**src/rtl/rle_pkg.sv**
```systemverilog
package rle_pkg;
    localparam int BYTE_W  = 8;
    localparam int FIELD_W = BYTE_W - 1;

    typedef enum logic [1:0] {
        TOK_DATA  = 2'd0,
        TOK_COUNT = 2'd1,
        TOK_CHAN  = 2'd2
    } tok_kind_e;

    typedef struct packed {
        tok_kind_e            kind;
        logic [FIELD_W-1:0]   field;
        logic [BYTE_W-1:0]    raw;
    } tok_t;

    function automatic tok_t classify(input logic is_cmd, input logic [BYTE_W-1:0] b);
        tok_t t;
        t.raw   = b;
        t.field = b[FIELD_W-1:0];
        if (!is_cmd)
            t.kind = TOK_DATA;
        else if (b[BYTE_W-1])
            t.kind = TOK_CHAN;
        else
            t.kind = TOK_COUNT;
        return t;
    endfunction
endpackage

```
**src/rtl/rle_tok_decode.sv**
```systemverilog
module rle_tok_decode
    import rle_pkg::*;
(
    input  logic              is_cmd,
    input  logic [BYTE_W-1:0] byte_in,
    output tok_t              tok
);
    always_comb tok = classify(is_cmd, byte_in);
endmodule

```
**src/rtl/rle_pending.sv**
```systemverilog
module rle_pending
    import rle_pkg::*;
(
    input  logic               clk,
    input  logic               rst,
    input  logic               load,
    input  logic               clear,
    input  logic [FIELD_W-1:0] cnt_in,
    output logic               pend_valid,
    output logic [FIELD_W-1:0] pend_cnt
);
    always_ff @(posedge clk) begin
        if (rst) begin
            pend_valid <= 1'b0;
            pend_cnt   <= '0;
        end else if (load) begin
            pend_valid <= 1'b1;
            pend_cnt   <= cnt_in;
        end else if (clear) begin
            pend_valid <= 1'b0;
            pend_cnt   <= '0;
        end
    end
endmodule

```
**src/rtl/rle_repeat.sv**
```systemverilog
module rle_repeat
    import rle_pkg::*;
(
    input  logic               clk,
    input  logic               rst,
    input  logic               start,
    input  logic [BYTE_W-1:0]  start_byte,
    input  logic [FIELD_W-1:0] start_rem,
    input  logic               out_ready,
    output logic               out_valid,
    output logic [BYTE_W-1:0]  out_byte,
    output logic [FIELD_W-1:0] remaining
);
    always_ff @(posedge clk) begin
        if (rst) begin
            out_valid <= 1'b0;
            out_byte  <= '0;
            remaining <= '0;
        end else if (start) begin
            out_valid <= 1'b1;
            out_byte  <= start_byte;
            remaining <= start_rem;
        end else if (out_valid && out_ready) begin
            if (remaining == '0)
                out_valid <= 1'b0;
            else
                remaining <= remaining - 1'b1;
        end
    end

    AST_HOLD_ON_STALL: assert property (@(posedge clk) disable iff (rst)
        (out_valid && !out_ready) |=> (out_valid && $stable(out_byte) && $stable(remaining)))
        else $error("stall did not hold output");

    AST_RUN_CONTINUES: assert property (@(posedge clk) disable iff (rst)
        (out_valid && out_ready && remaining != '0) |=> (out_valid && $stable(out_byte)))
        else $error("run ended early");
endmodule

```
**src/rtl/rle_expander.sv**
```systemverilog
module rle_expander
    import rle_pkg::*;
(
    input  logic               clk,
    input  logic               rst,
    input  logic               in_valid,
    output logic               in_ready,
    input  logic               in_cmd,
    input  logic [BYTE_W-1:0]  in_byte,
    output logic               out_valid,
    input  logic               out_ready,
    output logic [BYTE_W-1:0]  out_byte,
    output logic               chan_strobe,
    output logic [FIELD_W-1:0] chan_addr
);
    tok_t               tok;
    logic               accept;
    logic               pend_valid;
    logic [FIELD_W-1:0] pend_cnt;
    logic [FIELD_W-1:0] remaining;
    logic               take_count, take_chan, take_data;

    assign in_ready   = !out_valid;
    assign accept     = in_valid && in_ready;
    assign take_count = accept && (tok.kind == TOK_COUNT);
    assign take_chan  = accept && (tok.kind == TOK_CHAN);
    assign take_data  = accept && (tok.kind == TOK_DATA);

    rle_tok_decode u_dec (
        .is_cmd  (in_cmd),
        .byte_in (in_byte),
        .tok     (tok)
    );

    rle_pending u_pend (
        .clk        (clk),
        .rst        (rst),
        .load       (take_count),
        .clear      (take_chan || take_data),
        .cnt_in     (tok.field),
        .pend_valid (pend_valid),
        .pend_cnt   (pend_cnt)
    );

    rle_repeat u_rep (
        .clk        (clk),
        .rst        (rst),
        .start      (take_data),
        .start_byte (tok.raw),
        .start_rem  (pend_valid ? pend_cnt : '0),
        .out_ready  (out_ready),
        .out_valid  (out_valid),
        .out_byte   (out_byte),
        .remaining  (remaining)
    );

    always_ff @(posedge clk) begin
        if (rst) begin
            chan_strobe <= 1'b0;
            chan_addr   <= '0;
        end else begin
            chan_strobe <= take_chan;
            if (take_chan)
                chan_addr <= tok.field;
        end
    end

    AST_CHAN_SOURCE: assert property (@(posedge clk) disable iff (rst)
        chan_strobe |-> $past(in_valid && in_ready && in_cmd && in_byte[BYTE_W-1]))
        else $error("strobe without address command");

    AST_CHAN_CLEARS_COUNT: assert property (@(posedge clk) disable iff (rst)
        take_chan |=> !pend_valid)
        else $error("count survived address");

    AST_PLAIN_ONCE: assert property (@(posedge clk) disable iff (rst)
        (take_data && !pend_valid) |=> (out_valid && remaining == '0))
        else $error("plain byte not single");

    AST_COUNT_LOADED: assert property (@(posedge clk) disable iff (rst)
        (take_data && pend_valid) |=> (out_valid && remaining == $past(pend_cnt)))
        else $error("run length wrong");

    AST_COUNT_REPLACED: assert property (@(posedge clk) disable iff (rst)
        take_count |=> (pend_valid && pend_cnt == $past(in_byte[FIELD_W-1:0])))
        else $error("count not replaced");
endmodule

```
**config.mk**
```make
export PLATFORM = sky130hd
export DESIGN_NAME = rle_expander
export DESIGN_NICKNAME = d
export VERILOG_FILES = /design/src/rtl/rle_pkg.sv /design/src/rtl/rle_tok_decode.sv /design/src/rtl/rle_pending.sv /design/src/rtl/rle_repeat.sv /design/src/rtl/rle_expander.sv
export SDC_FILE = /design/constraint.sdc
export NUM_CORES = 1
export LEC_CHECK = 0
export BUFFER_PORTS_ARGS = -buffer_cell sky130_fd_sc_hd__buf_2
export CORE_AREA = 2 2 57 59
export DETAILED_ROUTE_END_ITERATION = 16
export DIE_AREA = 0 0 59 61
export PLACE_DENSITY_LB_ADDON = 0.3
export SETUP_SLACK_MARGIN = 0.2
export SKIP_LAST_GASP = 1
export SYNTH_ARGS = -nofsm -noshare
export SYNTH_HDL_FRONTEND = slang
export SYNTH_SLANG_ARGS = --single-unit
```
**constraint.sdc**
```tcl
create_clock -name clk -period 1.35 [get_ports clk]
set_input_delay 0.27 -clock clk [delete_from_list [all_inputs] [get_ports clk]]
set_output_delay 0.27 -clock clk [all_outputs]
set_load 0.01 [all_outputs]
```
==> Yosys cells after proc, flatten, opt, wreduce, memory -nomap -nowiden <==
Cells that the tools add are included.
{ "totals": {"register_bits": 32, "inputBits": 13, "output_inout_bits": 18, "word_cells": 38} }
{ "op_classes": {"addsub": 1, "n_eq_ne": 3, "muxes": 13, "n_reduce_logical": 14} }
{ "ops": {"columns": ["cell", "count"], "rows": [
  ["7-bit 2-to-1 mux", 6],
  ["7-bit zero test", 1],
  ["7-bit by 1-bit subtractor with 7-bit output (second input constant)", 1],
  ["2-bit nonzero test", 3],
  ["1-bit logical AND", 5],
  ["1-bit 2-to-1 mux", 5],
  ["2-bit 2-to-1 mux", 2],
  ["2-bit AND reduction", 2],
  ["2-bit by 1-bit == test with 1-bit output (second input constant)", 1],
  ["2-bit == test (second input constant)", 1],
  ["2-bit zero test", 1],
  ["2-bit != test (second input constant)", 1],
  ["1-bit zero test", 1],
  ["1-bit logical OR", 1]
]} }

==> Depth between registers and ports, before layout <==
{ "logic_depth": {"depth_word": 7, "mapped_depth": 6, "depth_no_buf": 6} }

==> Cells and area by module <==
A second synthesis with hierarchy kept.
{ "unflattened": {"cells_unflattened": 182, "hier_area_um2": 1644.1} }
{ "modules_own_cells": {"columns": ["mod", "instances", "cells_per_inst", "area_per_inst_um2", "seq_area_each_um2"], "rows": [
  ["rle_repeat", 1, 84, 775.7, 320.3],
  ["rle_expander", 1, 45, 421.7, 160.2],
  ["rle_pending", 1, 36, 317.8, 160.2],
  ["rle_tok_decode", 1, 17, 128.9, 0.0]
]} }

==> Worst setup path before layout <==
OpenSTA, ideal clock, no wires.
{ "synth_timing": {"kind": "register -> register", "from": "register u_rep.remaining[0]", "to": "register u_rep.remaining[3]", "setup_time_ps": 132, "arrival_time_ps": 1317, "t_required_ps": 1218, "slack_ps": -99, "path_stages_with_launch": 7, "n_path_buf": 0, "period_less_slack_ps": 1449, "path_cell_list": "dfxtp_1 -> inv_1 -> ha_1 -> nor4b_2 -> a21oi_2 -> nor4b_1 -> o22ai_1"} }
{ "synth_via": {"elab_chain_len": 4, "word_cells_on_any_way": 7, "cone_classes": "add/sub: 1; eq/ne: 1; mux: 3; reduce/logical: 2"} }
{ "synth_lines": {"columns": ["item", "line_no", "rtl"], "rows": [
  ["from (decl)", "rle_repeat.sv:12", "output logic [FIELD_W-1:0] remaining"],
  ["from (signal assigned)", "rle_repeat.sv:22", "remaining <= start_rem;"],
  ["from (signal assigned)", "rle_repeat.sv:27", "remaining <= remaining - 1'b1;"],
  ["7-bit by 1-bit subtractor with 7-bit output", "rle_repeat.sv:27", null],
  ["7-bit 2-to-1 mux", "rle_repeat.sv:24", "if (remaining == '0)"],
  ["7-bit 2-to-1 mux", "rle_repeat.sv:23", "end else if (out_valid && out_ready) begin"],
  ["7-bit 2-to-1 mux", "rle_repeat.sv:19", "end else if (start) begin"]
]} }
Several ways; a longest one is shown, not always the timed one. The select of a mux whose other input is x is not followed.
A chain may end at the register's enable or synchronous reset.

==> Worst setup path in the final report <==
{ "layout_timing": {"from": "register u_rep.remaining[0]", "to": "register u_rep.remaining[1]"} }
Same word-level chain as after synthesis.

==> flow_metrics.env <==
export IMPL_status="finished with violations"
export IMPL_violations="setup timing"
export IMPL_path_delay_family="flip-flops"
export IMPL_hp_class="in -> reg"
export IMPL_cp_slowest_stage_delay_ns=0.35
export IMPL_syn_inst=154
export IMPL_tritoncts="built"
export IMPL_clockBufferDepth=2
export IMPL_drc_errors=0
export IMPL_clockRootBuffer="clkbuf_4"
export IMPL_insertion_delay_ns=0.33
export IMPL_p_leak_nw=0.8399
export IMPL_track_usage_pct=21.61
export IMPL_clock_sinks=32
export IMPL_crit_start="u_rep.remaining[0]"
export IMPL_viasPerCell=5.513
export IMPL_r2r_start="u_rep.remaining[0]"
export IMPL_synth_seq_cells=32
export IMPL_min_period_ns=1.421
export IMPL_crit_fanout=4
export IMPL_skew_ns=0.002516
export IMPL_layout_nets=219
export IMPL_tightestPinTransition_ns=0.3257
export IMPL_path_cells="inv_4 -> ha_4 -> nor4b_4 -> a21oi_2 -> mux2i_1 -> a22o_1"
export IMPL_core_area_um2=2953
export IMPL_hpwl_um=2419
export IMPL_die_area_um2=3599
export IMPL_power_w=0.002232
export IMPL_syn_nets=169
export IMPL_chipHeight_um=61
export IMPL_slew_headroom_pct=78.20
export IMPL_r2r_end="u_rep.remaining[1]"
export IMPL_grt_first_pass_wirelength_um=5727
export IMPL_overflow=0
export IMPL_crit_buf_inv=1
export IMPL_io_pins=31
export IMPL_start_util_pct=45.13
export IMPL_mostFrequentLayoutCells="dfxtp_1 (28), buf_2 (28), nand2_1 (15), a21oi_2 (15)"
export IMPL_yosysTopAreaCell="dfxtp_1"
export IMPL_hp_start="in_byte[0]"
export IMPL_slew_violations=0
export IMPL_setup_viol=4
export IMPL_cts_inserted_buffers=5
export IMPL_cp_required_ns=1.58
export IMPL_grt_pass1_vias=1268
export IMPL_areaGrowthSynthToFinish_pct=53.90
export IMPL_synth_seq_area_share_pct=48.08
export IMPL_pre_cts_ws_ns=-0.06557
export IMPL_startpoint_type="flop"
export IMPL_critPathKind="reg -> reg"
export IMPL_num_rows=20
export IMPL_fin_crit_sh_pct=105.2
export IMPL_grt_max_degree=24
export IMPL_ys_types=37
export IMPL_ys_top_cells_by_area="dfxtp_1 (48%), nand2_1 (9.9%), a21oi_1 (7.1%)"
export IMPL_fp_dieW_um=59
export IMPL_port_buffers=30
export IMPL_via_count=1312
export IMPL_synth_area_um2=1333
export IMPL_rsz0062_at_grt="true"
export IMPL_synth_edf_count=0
export IMPL_first_pass_iters=4
export IMPL_routabilityCongestion=0.8236
export IMPL_synth_top_area_share_pct=48.08
export IMPL_setup_ws_ns=-0.07077
export IMPL_max_vdd_ir_drop_v=0.0008414
export IMPL_pwr_density_cell_nw_per_um2=1089
export IMPL_diodes=0
export IMPL_cp_end_kind="flop"
export IMPL_drive_gt1_share_pct=60.49
export IMPL_ys_warn_count=0
export IMPL_synth_ff_type="dfxtp_1"
export IMPL_drt_wl_total_um=3779
export IMPL_ys_async_sr_fraction_pct=0
export IMPL_antenna_found_initial=0
export IMPL_whs_endpoint="chan_addr[0]"
export IMPL_clock_fmax_mhz=703.8
export IMPL_arrival_ns=1.65
export IMPL_drtAntennaViolNets=0
export IMPL_clk_pin_slew_ns=0.10
export IMPL_syn_area_per_cell_um2=8.653
export IMPL_min_path_cells=3
export IMPL_fillers=231
export IMPL_hold_violations=0
export IMPL_slowest_stage="dfxtp_2"
export IMPL_initialDrtViolationCount=50
export IMPL_reg2reg_slack_ns=-0.07
export IMPL_max_cap_violations=0
export IMPL_htreeDepth=2
export IMPL_avgRoutedWirePerCell_um=15.88
export IMPL_worstRegToRegCells=6
## what timing repair did
action,4_1_cts,5_1_grt
pin swaps,5,38
hold buffers,0,0
setup buffers,6,3
setup endpoints to repair,32,33
resized for setup,15,59
endpoints found under the hold margin,0,0
## cells by family after synthesis
| group | synth area share, % |
|---|---|
| AND/OR/NAND/NOR | 26.29 |
| AO/OA/AOI/OAI | 17.94 |
| multiplexers | 1.596 |
| buffers and inverters | 3.568 |
| flip-flops | 48.07 |
| XOR/XNOR | 0.6574 |
| adder cells (fa/ha/maj) | 1.878 |
## flip-flops by register name (all words and copies together) (netlist names)
register / cells
chan_strobe: 1
u_rep.remaining: 7
u_pend.pend_cnt: 7
u_rep.out_valid: 1
chan_addr: 7
u_pend.pend_valid: 1
u_rep.out_byte: 8
## per-layer routing
metal | share of wire [%] | wire length [µm] | vias to the layer above | track usage [%]
li1 | - | - | 640 | -
met1 | 42 | 1596 | 637 | 26.96
met2 | 53 | 2005 | 31 | 36.03
met3 | 4.0 | 150 | 4 | 6.610
met4 | 0.69 | 26 | 0 | 6.818
met5 | 0 | 0 | - | 0
## power breakdown
group	switching [W]	leakage, nW	total, W	internal [W]
Sequential	0.0000431	0.262	0.00102	0.000982
Clock	0.000335	0.0515	0.000827	0.000492
Combinational	0.000202	0.526	0.000381	0.000179
Total	0.000580	0.840	0.00223	0.00165
## worst max path at each step
stage | endpoint | slack (ns) | cells after the start
global route | u_rep.remaining[1] | -0.15 | 6
finish | u_rep.remaining[1] | -0.07 | 6
floorplan | u_rep.remaining[2] | 0.03 | 6
detailed placement | u_rep.remaining[1] | -0.07 | 6
global placement | u_rep.remaining[2] | 0.008 | 6
CTS | u_rep.remaining[1] | -0.07 | 6
## final cells by class
| type | instances | area (µm²) | share of cell area (%) |
|---|---|---|---|
| Clock inverter | 1 | 30.03 | 1.464 |
| Tap cell | 33 | 41.29 | 2.013 |
| Clock buffer | 7 | 65.06 | 3.173 |
| Sequential cell | 32 | 648.1 | 31.60 |
| Inverter | 3 | 16.27 | 0.7932 |
| Multi-Input combinational cell | 112 | 905.9 | 44.17 |
| Timing Repair Buffer | 50 | 344.1 | 16.78 |
## tightest hold or removal path, stage by stage
cell	delay [ns]
buf_2	0.12
nand2_2	0.06
a21oi_2	0.04
## through the flow
stage,setup TNS [ns],utilization (%),instances,hold slack (ns),cell area [µm²]
detailed placement,-0.2179,54.32,221,0.4470,1604
floorplan,0,-,154,0.4060,1369
finish,-0.2336,69.45,238,0.1947,2051
global route,-0.5953,69.45,238,0.1783,2051
CTS,-0.2190,61.27,235,0.1807,1809
global placement,0,54.32,221,0.4399,1604
## synthesized netlist by cell type, drive strengths merged (2+ instances only)
| library cell | instances |
|---|---|
| a22o | 3 |
| and3 | 2 |
| dfxtp | 32 |
| nor4b | 2 |
| a22oi | 7 |
| nor3b | 2 |
| inv | 3 |
| buf | 3 |
| nand3 | 4 |
| nor2 | 15 |
| a311oi | 2 |
| clkbuf | 4 |
| nand2 | 35 |
| nand4 | 2 |
| nand2b | 2 |
| a21oi | 20 |
| ha | 2 |
Note: power is estimated with default switching activity, not from simulation.
